`config.mk`:
```
export PLATFORM = sky130hd
export DESIGN_NAME = defect_map_decoder
export DESIGN_NICKNAME = d
export VERILOG_FILES = /design/src/rtl/defect_map_decoder.sv
export SDC_FILE = /design/constraint.sdc
export NUM_CORES = 1
export LEC_CHECK = 0
export BUFFER_PORTS_ARGS = -buffer_cell sky130_fd_sc_hd__buf_2
export CAP_MARGIN = 20
export CORE_ASPECT_RATIO = 1.1
export CORE_UTILIZATION = 40
export CTS_BUF_LIST = sky130_fd_sc_hd__clkbuf_4
export DETAILED_ROUTE_END_ITERATION = 8
export GPL_ROUTABILITY_DRIVEN = 0
export SYNTH_ARGS = -nofsm -noshare
export SYNTH_HDL_FRONTEND = slang
export SYNTH_SLANG_ARGS = --single-unit
```
`constraint.sdc`:
```
create_clock -name clk -period 8.45 [get_ports clk]
set_input_delay 2.1125 -clock clk [delete_from_list [all_inputs] [get_ports clk]]
set_output_delay 2.1125 -clock clk [all_outputs]
set_load 0.01 [all_outputs]
```
`src/rtl/defect_map_decoder.sv`:
```
module defect_map_decoder #(
  parameter int NW = 8,
  parameter int AB = 2,
  parameter int CL = 5,
  parameter int CW = 2
) (
  input  logic                  clk,
  input  logic                  rst_n,
  input  logic                  cfg_start_i,
  input  logic                  run_i,
  input  logic [NW*CL-1:0]      wire_code_i,
  input  logic [NW-1:0]         defect_i,
  input  logic                  addr_valid_i,
  input  logic [AB-1:0]         addr_i,
  input  logic                  retire_i,
  input  logic [$clog2(NW)-1:0] retire_wire_i,
  output logic [NW-1:0]         wire_sel_o,
  output logic                  sel_valid_o,
  output logic [NW-1:0]         good_o,
  output logic                  cfg_done_o,
  output logic                  err_dup_o,
  output logic                  err_short_o
);
  localparam int NA  = 1 << AB;
  localparam int ML  = 2 * AB;
  localparam int WIW = $clog2(NW);

  typedef enum logic [1:0] {S_IDLE, S_SCAN, S_PROG, S_DONE} state_t;

  state_t           state_q;
  logic [CL-1:0]    scan_v;
  logic [WIW-1:0]   prog_w;
  logic [AB:0]      nxt_q;
  logic [ML-1:0]    mask_q [NW];
  logic [NW-1:0]    mapped_q;
  logic [NW-1:0]    good_q;
  logic [CL-1:0]    code [NW];
  logic [NW-1:0]    hit;
  logic [NW-1:0]    match;
  logic [ML-1:0]    lines;
  logic             take;
  logic [WIW-1:0]   spare_idx;
  logic             spare_ok;

  function automatic logic [ML-1:0] enc(input logic [AB-1:0] a);
    logic [ML-1:0] m;
    for (int b = 0; b < AB; b++) begin
      m[2*b+1] = a[b];
      m[2*b]   = ~a[b];
    end
    return m;
  endfunction

  for (genvar b = 0; b < AB; b++) begin : g_rail
    assign lines[2*b+1] = addr_i[b];
    assign lines[2*b]   = ~addr_i[b];
  end

  for (genvar w = 0; w < NW; w++) begin : g_wire
    assign code[w]  = wire_code_i[w*CL +: CL];
    assign hit[w]   = ($countones(scan_v) == CW) && (code[w] == scan_v) && !defect_i[w];
    assign match[w] = &(~mask_q[w] | lines);
  end

  assign take = good_q[prog_w] && (nxt_q < (AB+1)'(NA));

  always_comb begin
    spare_ok  = 1'b0;
    spare_idx = '0;
    for (int i = NW - 1; i >= 0; i--) begin
      if (good_q[i] && !mapped_q[i]) begin
        spare_ok  = 1'b1;
        spare_idx = WIW'(i);
      end
    end
  end

  always_ff @(posedge clk or negedge rst_n) begin
    if (!rst_n) begin
      state_q     <= S_IDLE;
      scan_v      <= '0;
      prog_w      <= '0;
      nxt_q       <= '0;
      mapped_q    <= '0;
      good_q      <= '0;
      cfg_done_o  <= 1'b0;
      err_dup_o   <= 1'b0;
      err_short_o <= 1'b0;
      for (int w = 0; w < NW; w++) mask_q[w] <= '1;
    end else if (cfg_start_i) begin
      state_q     <= S_SCAN;
      scan_v      <= '0;
      prog_w      <= '0;
      nxt_q       <= '0;
      mapped_q    <= '0;
      good_q      <= '0;
      cfg_done_o  <= 1'b0;
      err_dup_o   <= 1'b0;
      err_short_o <= 1'b0;
      for (int w = 0; w < NW; w++) mask_q[w] <= '1;
    end else begin
      case (state_q)
        S_SCAN: begin
          if ($countones(hit) == 1) good_q <= good_q | hit;
          if ($countones(hit) > 1)  err_dup_o <= 1'b1;
          scan_v <= scan_v + 1'b1;
          if (&scan_v) state_q <= S_PROG;
        end
        S_PROG: begin
          if (take) begin
            mask_q[prog_w]   <= enc(nxt_q[AB-1:0]);
            mapped_q[prog_w] <= 1'b1;
            nxt_q            <= nxt_q + 1'b1;
          end
          prog_w <= prog_w + 1'b1;
          if (prog_w == WIW'(NW - 1)) begin
            state_q     <= S_DONE;
            cfg_done_o  <= 1'b1;
            err_short_o <= (nxt_q + (AB+1)'(take)) < (AB+1)'(NA);
          end
        end
        S_DONE: begin
          if (retire_i) begin
            mask_q[retire_wire_i]   <= '1;
            good_q[retire_wire_i]   <= 1'b0;
            mapped_q[retire_wire_i] <= 1'b0;
            if (mapped_q[retire_wire_i]) begin
              if (spare_ok) begin
                mask_q[spare_idx]   <= mask_q[retire_wire_i];
                mapped_q[spare_idx] <= 1'b1;
              end else begin
                err_short_o <= 1'b1;
              end
            end
          end
        end
        default: ;
      endcase
    end
  end

  assign good_o = good_q;

  always_ff @(posedge clk or negedge rst_n) begin
    if (!rst_n) begin
      wire_sel_o  <= '0;
      sel_valid_o <= 1'b0;
    end else begin
      sel_valid_o <= run_i && addr_valid_i && cfg_done_o;
      wire_sel_o  <= (run_i && addr_valid_i && cfg_done_o) ? match : '0;
    end
  end

  p_onehot_r5: assert property (@(posedge clk) disable iff (!rst_n)
    $onehot0(wire_sel_o));

  p_idle_quiet_r7: assert property (@(posedge clk) disable iff (!rst_n)
    !(run_i && addr_valid_i && cfg_done_o) |=> (wire_sel_o == '0) && !sel_valid_o);

  p_short_done_r6: assert property (@(posedge clk) disable iff (!rst_n)
    err_short_o |-> cfg_done_o);

  p_done_after_prog_r4: assert property (@(posedge clk) disable iff (!rst_n)
    $rose(cfg_done_o) |-> $past(state_q == S_PROG));

  p_sel_needs_valid_r4: assert property (@(posedge clk) disable iff (!rst_n)
    (|wire_sel_o) |-> sel_valid_o);

  for (genvar w = 0; w < NW; w++) begin : g_chk
    p_parked_dark_r5: assert property (@(posedge clk) disable iff (!rst_n)
      (&mask_q[w]) |=> !wire_sel_o[w]);
  end
endmodule

```
==> results.md <==
- Syn_nets: 731
- Path category of the worst min-delay check: reg -> reg
- Async S/R FF share, synth: 1.00
- First-pass detailed-route iteration total: 8
- Final setup violation count: 0
- LEAKAGE: 2.61 nW
- CTS Sinks: 73
- H-tree lvl count: 3
- Max FO, Critical Path: 12
- Post-CTS Hold Buffers: 0
- Most used flip-flop cell after synthesis: dfrtp_1
- Ports: 79
- Placed insts: 886
- Number of DRC markers in iteration 0: 624
- GR peak layer: met2
- Max Slew Vio Count: 0
- Die ar.: 0.0147 mm²
- Leading post-synthesis cells by cell area: dfrtp_1 (18%), dfstp_2 (15%), a21oi_1 (5.7%)
- Clk buf depth: 2
- DR WL/cell: 21.2 µm
- Fin cells: 903
- Final Skew: 0.0162 ns
- Fmax achieved: 149 MHz
- Max-cap viol count: 0
- Number of global-route vias before repair: 5,494
- Crit path launch: scan_v[0]
- Critical Path RT: 8.84 ns
- Critical Path AT: 7.09 ns
- R2r startpoint: scan_v[0]
- Detail Route Antenna Nets: 0
- Drt via density: 6.26
- Total GRT Usage: 0.274
- Worst R2R Setup Slack: 1.75 ns
- Outcome: finished, final reports clean
- Worst Setup Start Kind: flop
- Remaining Overflow, GRT: 0
- Nets@finish: 783
- Hold Path Depth: 2
- Drc violations: 0
- Largest net degree at the start of global routing: 74
- DP HPWL: 13,800 µm
- RSZ-0062 raised after global routing: false
- Post-synth top cells: a21oi_1 (65), nand2_1 (63), nor2_1 (44)
- Met3 usage: 0.0530
- CTS tree: yes
- Routed WL: 19,100 µm
- Final Critical Period: 6.70 ns
- Final Hold Vio Count: 0
- Mapped cell area: 0.00567 mm²
- Setup CP Type: reg -> reg
- Post-CTS Resized: 0
- Warnings from Yosys: 0
- Initial Utilization: 0.411
- EDFF count, synth: 0
- Via count: 5,656
- Post-Syn Instances: 657
- Initial antenna violation count: 1
- CP endpoint kind: flop
- Postcts setup bufs: 0
- Max transition margin: 0.286
- Clock Latency Late Sink: 0.49 ns
- VDD IR-drop max: 0.0000614 V
- Fill cells: 1,380
- Core ar.: 0.0138 mm²
- Largest area contributor in the synthesized netlist: dfrtp_1
- Met1 Use GR: 0.353
- Worst-margin pin slew: 1.04 ns
- Cell variety after synth: 69
- Area Overhead vs Synth: 11.9%
- CTS Buf Count: 9
- Tcrit/Tclk final: 0.793
- Layout cells sized above 1: 0.210
- Top-count cell post-synth: a21oi_1
- Worst-path clk slew: 0.12 ns
- Mapped Avg Cell Area: 8.63 µm²
- Setup_tns: 0 ns
- Sequential cell area fraction in the yosys report: 0.329
- R2r endpoint: good_o[6]
- Share of the synthesized area in the top cell type: 0.181
- Die span in y: 127 µm
- Crit path capture: good_o[6]
- Die width: 116 µm
- Power per cell area: 118 mW/mm²
- Met2 Use GR: 0.440
- Clock root buffer master: clkbuf_4
- Global-route wire length before repair: 30,200 µm
- R2r worst-path depth: 20
- Row count: 45
- PortBufs: 78
- Yosys reg bits: 73
-- critical path: stages (launching register included) --
cell and delay [ns]:
dfrtp_1 0.72, inv_1 0.15, fa_1 0.56, inv_1 0.05, fa_1 0.35, ha_1 0.28
nor3b_1 0.57, and3_1 0.28, nand2_1 0.09, fa_1 0.57, fa_1 0.43, fa_1 0.51
inv_1 0.04, ha_1 0.19, fa_1 0.37, nor2_1 0.10, a21oi_1 0.06, or3_1 0.34
a21oi_1 0.54, a31oi_1 0.17, a211oi_1 0.23
-- power by group --
part	internal, mW	leakage [nW]	total [mW]	switching, mW
clock network	0.151	0.0940	0.289	0.138
registers	0.354	0.902	0.363	0.00891
logic	0.0394	1.61	0.0992	0.0598
total	0.544	2.61	0.751	0.207
-- how the worst min path moves through the flow --
stage,from,to
global placement,mask_q[11],mask_q[11]
floorplan,mask_q[11],mask_q[11]
global route,err_dup_o,err_dup_o
detailed placement,mask_q[11],mask_q[11]
CTS,mask_q[11],mask_q[11]
finish,err_dup_o,err_dup_o
-- metrics by stage --
step / hold WS [ns] / total power [mW] / area [µm²] / util / setup WS (ns)
finish: 0.517 / 0.751 / 6350 / 0.460 / 1.75
global route: 0.542 / 0.782 / 6350 / 0.460 / 1.12
CTS: 0.522 / 0.756 / 6340 / 0.460 / 1.67
detailed placement: 0.504 / 0.467 / 6160 / 0.447 / 1.72
global placement: 0.500 / 0.465 / 6160 / 0.447 / 1.90
floorplan: 0.468 / 0.426 / 5670 / - / 2.33
-- flip-flops by register name, indices dropped and copies added, names as in the netlist --
name         flops
nxt_q            3
good_o           8
state_q          2
sel_valid_o      1
err_dup_o        1
prog_w           3
cfg_done_o       1
err_short_o      1
mask_q          32
mapped_q         8
scan_v           5
wire_sel_o       8
-- cell families after synthesis --
logic type / after synthesis / share of synthesized area
muxes: 31 / 0.0697
xor gates and xnor gates: 45 / 0.0695
buffers and inverters: 60 / 0.0419
DFF: 73 / 0.329
adders and majority gates: 15 / 0.0410
and+or+nand+nor: 228 / 0.205
AOI/OAI and AO/OA: 205 / 0.243
-- layer usage --
layer	part of all wire	routed length [µm]
met1	0.39	7440
met2	0.48	9110
met3	0.096	1840
met4	0.038	731
met5	0	0
-- cell usage in the layout (no fill, tap or decap), types with 5 or more instances in the layout --
master / synthesis / final
a2111oi_0: 11 / 11
a211oi_1: 7 / 7
a21o_1: 6 / 6
a21oi_1: 65 / 64
a31oi_1: 30 / 30
and2_1: 8 / 8
and3_1: 13 / 13
buf_2: 1 / 77
clkbuf_4: 0 / 10
dfrtp_1: 41 / 41
dfstp_2: 32 / 32
fa_1: 6 / 6
ha_1: 9 / 9
inv_1: 20 / 20
mux2_2: 7 / 7
mux2i_1: 17 / 17
nand2_1: 63 / 63
nand2b_1: 11 / 11
nand3_1: 9 / 9
nor2_1: 44 / 44
nor2b_1: 24 / 24
nor3_1: 21 / 21
nor4_1: 11 / 11
o21ai_0: 16 / 16
o22a_1: 14 / 14
o311ai_0: 5 / 5
o31ai_1: 9 / 9
xnor2_1: 20 / 20
xor2_1: 25 / 25
-- layout make-up --
type                    count  area [µm²]  area share
diodes                      1        2.50    0.000394
clock buffers              10        75.1      0.0118
clock inverters             6         106      0.0168
inverters                  20        75.1      0.0118
multi-input cells         524        3570       0.563
flip-flops and latches     73        1870       0.294
well taps                 188         235      0.0371
repair buffers             81         415      0.0654
No activity file was read; power rests on OpenSTA's default activity.
